[config.mk]
export PLATFORM = sky130hd
export DESIGN_NAME = rle_escape_expander
export DESIGN_NICKNAME = d
export VERILOG_FILES = /design/src/rtl/rle_pkg.sv /design/src/rtl/rle_group_parser.sv /design/src/rtl/rle_run_emitter.sv /design/src/rtl/rle_escape_expander.sv
export SDC_FILE = /design/constraint.sdc
export NUM_CORES = 1
export LEC_CHECK = 0
export ABC_AREA = 1
export BUFFER_PORTS_ARGS = -buffer_cell sky130_fd_sc_hd__buf_4
export CAP_MARGIN = 20
export CORE_UTILIZATION = 50
export DETAILED_ROUTE_END_ITERATION = 10
export PLACE_DENSITY = 0.71
export SETUP_SLACK_MARGIN = 0.1
export SYNTH_ARGS = -nofsm -noshare
export SYNTH_HDL_FRONTEND = slang
export SYNTH_SLANG_ARGS = --single-unit
[constraint.sdc]
create_clock -name clk -period 4.2 [get_ports clk]
set_input_delay 0.21 -clock clk [delete_from_list [all_inputs] [get_ports clk]]
set_output_delay 0.21 -clock clk [all_outputs]
set_load 0.02 [all_outputs]
[src/rtl/rle_pkg.sv]
package rle_pkg;

    // Position inside an escape group
    typedef enum logic [1:0] {
        PS_LIT = 2'd0,  // no group open
        PS_ESC = 2'd1,  // escape seen, value expected
        PS_VAL = 2'd2   // value held, count expected
    } parse_state_e;

endpackage

[src/rtl/rle_group_parser.sv]
module rle_group_parser
    import rle_pkg::*;
#(
    parameter int                DATA_W   = 8,
    parameter logic [DATA_W-1:0] ESC_CODE = 8'h81,
    localparam int               CNT_W    = DATA_W + 1
) (
    input  logic              clk,
    input  logic              rst,
    input  logic              take,
    input  logic [DATA_W-1:0] byte_in,
    input  logic              byte_last,
    output logic              load,
    output logic [DATA_W-1:0] load_data,
    output logic [CNT_W-1:0]  load_cnt,
    output logic              trunc
);

    typedef struct packed {
        parse_state_e      st;
        logic [DATA_W-1:0] val;
    } pstate_t;

    pstate_t ps_d, ps_q;

    always_comb begin
        ps_d      = ps_q;
        load      = 1'b0;
        load_data = byte_in;
        load_cnt  = CNT_W'(1);
        trunc     = 1'b0;
        if (take) begin
            case (ps_q.st)
                PS_LIT: begin
                    if (byte_in == ESC_CODE) begin
                        if (byte_last) trunc = 1'b1;
                        else           ps_d.st = PS_ESC;
                    end else begin
                        load = 1'b1;
                    end
                end
                PS_ESC: begin
                    // value byte is taken verbatim, escape included
                    ps_d.val = byte_in;
                    if (byte_last) begin
                        trunc   = 1'b1;
                        ps_d.st = PS_LIT;
                    end else begin
                        ps_d.st = PS_VAL;
                    end
                end
                PS_VAL: begin
                    load      = 1'b1;
                    load_data = ps_q.val;
                    // zero count stands for the full 2**DATA_W copies
                    load_cnt  = (byte_in == '0) ? {1'b1, {DATA_W{1'b0}}}
                                                : {1'b0, byte_in};
                    ps_d.st   = PS_LIT;
                end
                default: ps_d.st = PS_LIT;
            endcase
        end
    end

    always_ff @(posedge clk) begin
        if (rst) begin
            ps_q.st  <= PS_LIT;
            ps_q.val <= '0;
        end else begin
            ps_q <= ps_d;
        end
    end

    // a group only ends in truncation from an open state or an escape
    a_r7_trunc_needs_last: assert property (@(posedge clk) disable iff (rst)
        trunc |-> (take && byte_last));

    // after a value byte the parser is waiting for a count
    a_r2_count_follows_value: assert property (@(posedge clk) disable iff (rst)
        (ps_q.st == PS_VAL && !take) |=> (ps_q.st == PS_VAL));

endmodule

[src/rtl/rle_run_emitter.sv]
module rle_run_emitter #(
    parameter int  DATA_W = 8,
    localparam int CNT_W  = DATA_W + 1
) (
    input  logic              clk,
    input  logic              rst,
    input  logic              load,
    input  logic [DATA_W-1:0] load_data,
    input  logic [CNT_W-1:0]  load_cnt,
    input  logic              out_ready,
    output logic              out_valid,
    output logic [DATA_W-1:0] out_data,
    output logic              slot_free
);

    typedef struct packed {
        logic              vld;
        logic [DATA_W-1:0] dat;
        logic [CNT_W-1:0]  rem;   // copies left, including the one shown
    } estate_t;

    estate_t em_d, em_q;

    always_comb begin
        em_d = em_q;
        // counter moves only on an output handshake
        if (em_q.vld && out_ready) begin
            if (em_q.rem == CNT_W'(1)) em_d.vld = 1'b0;
            else                       em_d.rem = em_q.rem - CNT_W'(1);
        end
        if (load) begin
            em_d.vld = 1'b1;
            em_d.dat = load_data;
            em_d.rem = load_cnt;
        end
    end

    always_ff @(posedge clk) begin
        if (rst) begin
            em_q.vld <= 1'b0;
            em_q.dat <= '0;
            em_q.rem <= '0;
        end else begin
            em_q <= em_d;
        end
    end

    assign out_valid = em_q.vld;
    assign out_data  = em_q.dat;
    assign slot_free = !em_q.vld || (out_ready && em_q.rem == CNT_W'(1));

    // a stalled byte is held unchanged
    a_r5_hold_when_stalled: assert property (@(posedge clk) disable iff (rst)
        (em_q.vld && !out_ready) |=> (em_q.vld && $stable(em_q.dat)));

    // the parser only loads into a free slot
    a_r6_load_into_free_slot: assert property (@(posedge clk) disable iff (rst)
        load |-> slot_free);

    // a shown byte always has at least one copy left
    a_r2_rem_nonzero: assert property (@(posedge clk) disable iff (rst)
        em_q.vld |-> (em_q.rem != '0));

endmodule

[src/rtl/rle_escape_expander.sv]
module rle_escape_expander #(
    parameter int                DATA_W   = 8,
    parameter logic [DATA_W-1:0] ESC_CODE = 8'h81
) (
    input  logic              clk,
    input  logic              rst,
    input  logic              in_valid,
    input  logic [DATA_W-1:0] in_data,
    input  logic              in_last,
    output logic              in_ready,
    output logic              out_valid,
    output logic [DATA_W-1:0] out_data,
    input  logic              out_ready,
    output logic              err_trunc
);

    localparam int CNT_W = DATA_W + 1;

    logic              take;
    logic              load;
    logic [DATA_W-1:0] load_data;
    logic [CNT_W-1:0]  load_cnt;
    logic              trunc;
    logic              slot_free;
    logic              err_d, err_q;

    assign in_ready = slot_free;
    assign take     = in_valid && in_ready;

    rle_group_parser #(
        .DATA_W   (DATA_W),
        .ESC_CODE (ESC_CODE)
    ) u_parser (
        .clk       (clk),
        .rst       (rst),
        .take      (take),
        .byte_in   (in_data),
        .byte_last (in_last),
        .load      (load),
        .load_data (load_data),
        .load_cnt  (load_cnt),
        .trunc     (trunc)
    );

    rle_run_emitter #(
        .DATA_W (DATA_W)
    ) u_emitter (
        .clk       (clk),
        .rst       (rst),
        .load      (load),
        .load_data (load_data),
        .load_cnt  (load_cnt),
        .out_ready (out_ready),
        .out_valid (out_valid),
        .out_data  (out_data),
        .slot_free (slot_free)
    );

    always_comb err_d = err_q | trunc;

    always_ff @(posedge clk) begin
        if (rst) err_q <= 1'b0;
        else     err_q <= err_d;
    end

    assign err_trunc = err_q;

    // the error flag never clears without reset
    a_r8_err_sticky: assert property (@(posedge clk) disable iff (rst)
        err_q |=> err_q);

    // the flag rises only after an accepted byte with the end marker
    a_r7_err_cause: assert property (@(posedge clk) disable iff (rst)
        $rose(err_q) |-> $past(in_valid && in_ready && in_last));

    // while the output is idle, input is always accepted
    a_r9_ready_when_idle: assert property (@(posedge clk) disable iff (rst)
        !out_valid |-> in_ready);

endmodule

==> results of run 1 <==
registers in the layout (all words and copies together), names as in the netlist:
signal and flops:
u_emitter.out_valid 1, u_emitter.out_data 8, u_parser.ps_q 10, err_trunc 1, u_emitter.em_q 9
how the worst max path moves through the flow:
| stage | slack, ps | start | to | cells after the start |
|---|---|---|---|---|
| after floorplan | 2640 | u_emitter.em_q[1] | u_emitter.em_q[7] | 11 |
| after global placement | 2270 | u_emitter.em_q[1] | u_parser.ps_q[2] | 9 |
| after detailed placement | 2210 | u_emitter.em_q[1] | u_parser.ps_q[6] | 9 |
| after CTS | 2200 | u_emitter.em_q[1] | u_parser.ps_q[6] | 9 |
| after global routing | 1970 | u_emitter.em_q[1] | u_parser.ps_q[1] | 9 |
| final | 2210 | u_emitter.em_q[1] | u_parser.ps_q[6] | 9 |
cells in the final DEF, fill, tap and decap left out, types with 2 or more instances in the layout:
cell      Yosys  layout
a21oi_2       8       8
nand2_2       4       4
dfxtp_1      29      29
nand3_1      25      25
nand3_4       2       2
nor2_2        2       2
nor2_8        2       2
inv_1        23      23
o21ai_0       3       3
nor2_1       28      28
nor2_4        2       2
inv_2         9       9
a21oi_1      20      20
or2_2         8       8
clkinv_2      0       2
buf_4         9      23
clkbuf_8      0       5
nand4_1       3       3
nand2_1      80      80
ha_1          2       2
nand2_4       2       2
layer usage:
layer,routed length [um],up-vias
met1,1930,751
li1,-,889
met5,0,-
met3,285,7
met4,68,0
met2,1800,48
through the flow:
step | area, um^2 | setup slack, ps | cells
final | 2060 | 2210 | 337
after global routing | 2060 | 1970 | 337
after CTS | 2060 | 2200 | 337
after detailed placement | 1980 | 2210 | 329
after global placement | 1980 | 2270 | 329
after floorplan | 1840 | 2640 | 273
kinds of logic (layout without fill, tap and decap cells):
group                    Yosys count  in the layout
AND/OR/NAND/NOR                  161            161
buffers and inverters             45             63
AO/OA/AOI/OAI                     34             34
flip-flops                        29             29
adder cells (fa/ha/maj)            2              2
XOR/XNOR                           2              2
report_power, final:
group | internal [mW] | total [mW] | switching, mW
combinational | 0.0670 | 0.181 | 0.114
clock | 0.114 | 0.227 | 0.113
sequential | 0.292 | 0.306 | 0.0136
final cells by class:
type,count,area [um^2]
fill,357,1380
multi-input combinational,199,1040
sequential,29,581
timing repair buffer,23,173
inverter,32,120
clock buffer,5,68.8
tap,46,57.6
clock inverter,3,17.5
==> out/results.txt, run 1 <==
GR met1 Demand/Resource -> 31.0%
Die ar. -> 0.00394 mm^2
Mapped Cells -> 273
Post-Syn Area -> 0.00184 mm^2
Simple-gate share of the synthesized area -> 42.9%
Ys flop type -> dfxtp_1
Hold path endpoint -> u_emitter.em_q[0]
Starting DRC count in detailed routing -> 55
Slew Viols, Final -> 0
# Max-Cap Violations -> 0
Ys Warns -> 0
Wire per inst -> 12.1 um
Area of the core -> 0.00344 mm^2
Crit Path Category -> reg -> reg
Post-synth top area cell -> dfxtp_1
Arr. time, crit path -> 2170 ps
Syn Nets -> 288
Starting density of the core -> 53.6%
CP endpoint kind -> flop
Vias in the first global route -> 1533
Synth top area cells -> dfxtp_1 31%, nand2_1 16%, nand3_1 6.8%
Routed Wire Length -> 4080 um
Synth top area share -> 31.5%
Post-DRT Antenna Nets -> 0
Width of the die -> 62.7 um
#FFs+latches synth -> 29
Achievable Freq -> 502 MHz
CP Launch Type -> flop
RSZ-0062 raised after global routing -> no
Skew final -> 4.59 ps
Post-synth cell types -> 30
Worst r2r src -> u_emitter.em_q[1]
Final worst path period share -> 47.4%
Total track usage -> 23.1%
Row count -> 21
Post-synthesis mux area share -> 0%
Hold Crit Class -> in -> reg
Hold_buf cts -> 0
Layout cells sized above 1 -> 25.1%
CTS buffer count -> 5
CTS tree -> done
Hold path depth -> 2
Crit-path cells -> inv_1, ha_1, nand2_1, nor2_4, nand3_4, a21boi_2, nand2_1, nand2_1, a21oi_1
Setup bufs post-CTS -> 0
Crit path max fanout -> 12
Total power -> 713 uW
Largest family of logic cells by synthesized area -> simple AND/OR/NAND/NOR gates
Min Hold Slack -> 196 ps
Sequential element share of the synthesized area -> 31.5%
Worst slew pin tran -> 571 ps
DR pass1 iterations -> 4
Setup violations, final -> 0
Antenna violations before repair -> 0
Pin count of the biggest net entering global routing -> 26
Antenna Cells -> 0
Worst Hold Launch -> rst
Peak supply drop -> 0.000275 V
Area Growth Syn to Fin -> 11.8%
Layout Utilization -> 59.9%
Clk root buf -> clkbuf_8
EDFF count, synth -> 0
Most frequent cell after synthesis -> nand2_1
XOR/XNOR Fraction of Synth Area -> 0.950%
Clock H-tree levels -> 2
M2 GR Usage -> 36.0%
Worst R2R Setup Slack -> 2210 ps
Ports -> 24
Final Net Count -> 305
FF-to-FF path depth -> 9
First-pass GRT wire length -> 7000 um
Period minus WS final -> 1990 ps
Req. time, crit path -> 4380 ps
Busiest grt layer -> met2
Slew margin rel. -> 61.9%
Status -> finished, final reports clean
Routability cong. -> 0.796
Via Count -> 1695
Met3 GRT Util -> 5.84%
Setup tns final -> 0 ps
Worst path max stage delay -> 440 ps
Vias per cell -> 5.03
Post_cts resized -> 0
Clock Path Buffers -> 2
CP bufs+invs -> 1
Dpl hpwl -> 2940 um
Adder-cell share of the synthesized area -> 1.36%
R2r endpoint -> u_parser.ps_q[6]
Clk pin slew, worst setup/hold paths -> 70 ps
Total leakage power -> 0.937 nW
Die extent in y -> 62.7 um
Top Family by Delay on Critical Path -> simple AND/OR/NAND/NOR gates
Synth top cells by count -> 80 x nand2_1, 29 x dfxtp_1, 28 x nor2_1
IO buf count -> 23
Mean post-synth cell area -> 6.76 um^2
Ys async rst share -> 0%
Crit-path most repeated cell -> nand2_1
Power per cell area -> 346 mW/mm^2
Gr ovfl total -> 0
CP max-delay cell -> a21boi_2
Hold Fails Final Rpt -> 0
Worst-Skew Late Latency -> 290 ps
Residual DRC -> 0
Compound-Gate Fraction of Synth Area -> 11.4%
CTS sink cnt -> 29
Power figures use the tool's default switching activity.
==> run 2: changes to the inputs <==
Clock period 4.2 ns to 2.1 ns, I/O delays scaled along.
==> run 2 against run 1 <==
Clock power grew to 2.6 times the previous value. Largest power group unchanged. Largest cell class unchanged. Worst setup slack worse by 1800 ps. Clock-buffer cell count is 2 higher. Critical path type unchanged. Total power rose by 120%.
==> out/results.txt, run 2 (same netlist as run 1, synthesis figures left out) <==
Status -> finished, final reports clean
Setup tns final -> 0 ps
Switch Pwr -> 467 uW
Biggest register -> u_parser.ps_q
Post-DRT Antenna Nets -> 0
Cell Int Power -> 1.11 mW
Clock Path Buffers -> 2
Crit Path Category -> reg -> reg
Wire per inst -> 11.9 um
Slew Viols, Final -> 0
Layout cells sized above 1 -> 25.0%
Width of the die -> 62.7 um
CP endpoint kind -> flop
Gr ovfl total -> 0
Routability cong. -> 0.860
Dpl hpwl -> 3000 um
Commonest non-fill, non-tap cell in the layout -> nand2_1
Starting DRC count in detailed routing -> 93
Die ar. -> 0.00394 mm^2
Hold Crit Class -> in -> reg
Worst slew pin tran -> 495 ps
Via Count -> 1671
Total leakage power -> 0.957 nW
Hold Fails Final Rpt -> 0
CTS buffer count -> 5
Clock H-tree levels -> 2
Routed Wire Length -> 4010 um
Vias in the first global route -> 1566
Crit path max fanout -> 25
Pin count of the biggest net entering global routing -> 26
CTS sink cnt -> 29
Hold_buf cts -> 0
Post_cts resized -> 0
Antenna Cells -> 0
RSZ-0062 raised after global routing -> no
Residual DRC -> 0
Area Growth Syn to Fin -> 13.8%
Setup violations, final -> 0
Final worst path period share -> 82.7%
IO buf count -> 23
Ports -> 24
Most frequent cells in the layout -> 80 x nand2_1, 29 x dfxtp_1, 28 x nor2_1, 25 x nand3_1, 24 x buf_4
Peak supply drop -> 0.000457 V
Sequential power share -> 38.8%
DR pass1 iterations -> 4
Comb power frac -> 23.2%
# Max-Cap Violations -> 0
Total power -> 1.57 mW
Power per cell area -> 750 mW/mm^2
Row count -> 21
Achievable Freq -> 576 MHz
Setup bufs post-CTS -> 0
Largest register FFs -> 10
Die extent in y -> 62.7 um
Total track usage -> 22.5%
Arr. time, crit path -> 1910 ps
Worst-Skew Late Latency -> 280 ps
Skew final -> 6.83 ps
Sw Share -> 29.7%
Clk root buf -> clkbuf_8
Area of the core -> 0.00344 mm^2
Period minus WS final -> 1740 ps
Slew margin rel. -> 66.9%
Antenna violations before repair -> 0
Starting density of the core -> 53.6%
Final Net Count -> 306
Clock power share -> 38.0%
Clk pin slew, worst setup/hold paths -> 60 ps
Vias per cell -> 4.94
CTS tree -> done
Req. time, crit path -> 2270 ps
First-pass GRT wire length -> 6930 um
CP Launch Type -> flop
-- run 2: worst max-delay path, cell delays in order (launching register included) --
cell     delay [ps]
dfxtp_1         310
inv_1           110
ha_1            160
nand2_1          80
nor2_4          160
nand3_4         120
nand2_8         110
nand3_4         250
nand2_1         130
nand2_1          50
nor2_1           80
nor2_1           40
-- run 2: power by group through the flow --
stage	Sequential, mW	Clock (mW)	Combinational (mW)
6_report	0.611	0.597	0.365
3_5_place_dp	0.624	0	0.364
5_1_grt	0.615	0.638	0.412
3_3_place_gp	0.623	0	0.363
4_1_cts	0.611	0.609	0.366
2_1_floorplan	0.621	0	0.289
-- run 2: worst paths after layout --
check                         start           endpoint  slack, ps  depth (start not counted)
hold reg to reg    u_parser.ps_q[2]   u_parser.ps_q[2]        470                          2
setup / recovery  u_emitter.em_q[1]  u_emitter.em_q[7]        360                         11
hold / removal                  rst   u_parser.ps_q[5]        100                          2
setup reg to reg  u_emitter.em_q[1]  u_emitter.em_q[7]        360                         11
-- run 2: cell type report --
| cell class | count | area [um^2] |
|---|---|---|
| Fill cell | 328 | 1340 |
| Multi-Input combinational cell | 199 | 1040 |
| Sequential cell | 29 | 581 |
| Timing Repair Buffer | 24 | 180 |
| Inverter | 32 | 120 |
| Clock buffer | 7 | 86.3 |
| Tap cell | 46 | 57.6 |
| Clock inverter | 1 | 30.0 |
-- run 2: per-layer routing --
layer	wire (um)	track usage [%]	vias up
met4	51	8.14	0
met2	1700	34.2	38
met1	2080	30.6	733
met3	169	5.66	7
li1	-	-	893
met5	0	0	-
-- run 2: stage by stage --
stage	hold WS (ps)	area (um^2)	instances	setup slack [ps]	utilization, %
final	102	2100	338	363	61.0
after CTS	100	2100	338	358	61.0
after floorplan	174	1840	273	536	-
after global placement	396	1980	330	430	57.6
after detailed placement	401	1980	330	389	57.6
after global routing	109	2100	338	181	61.0
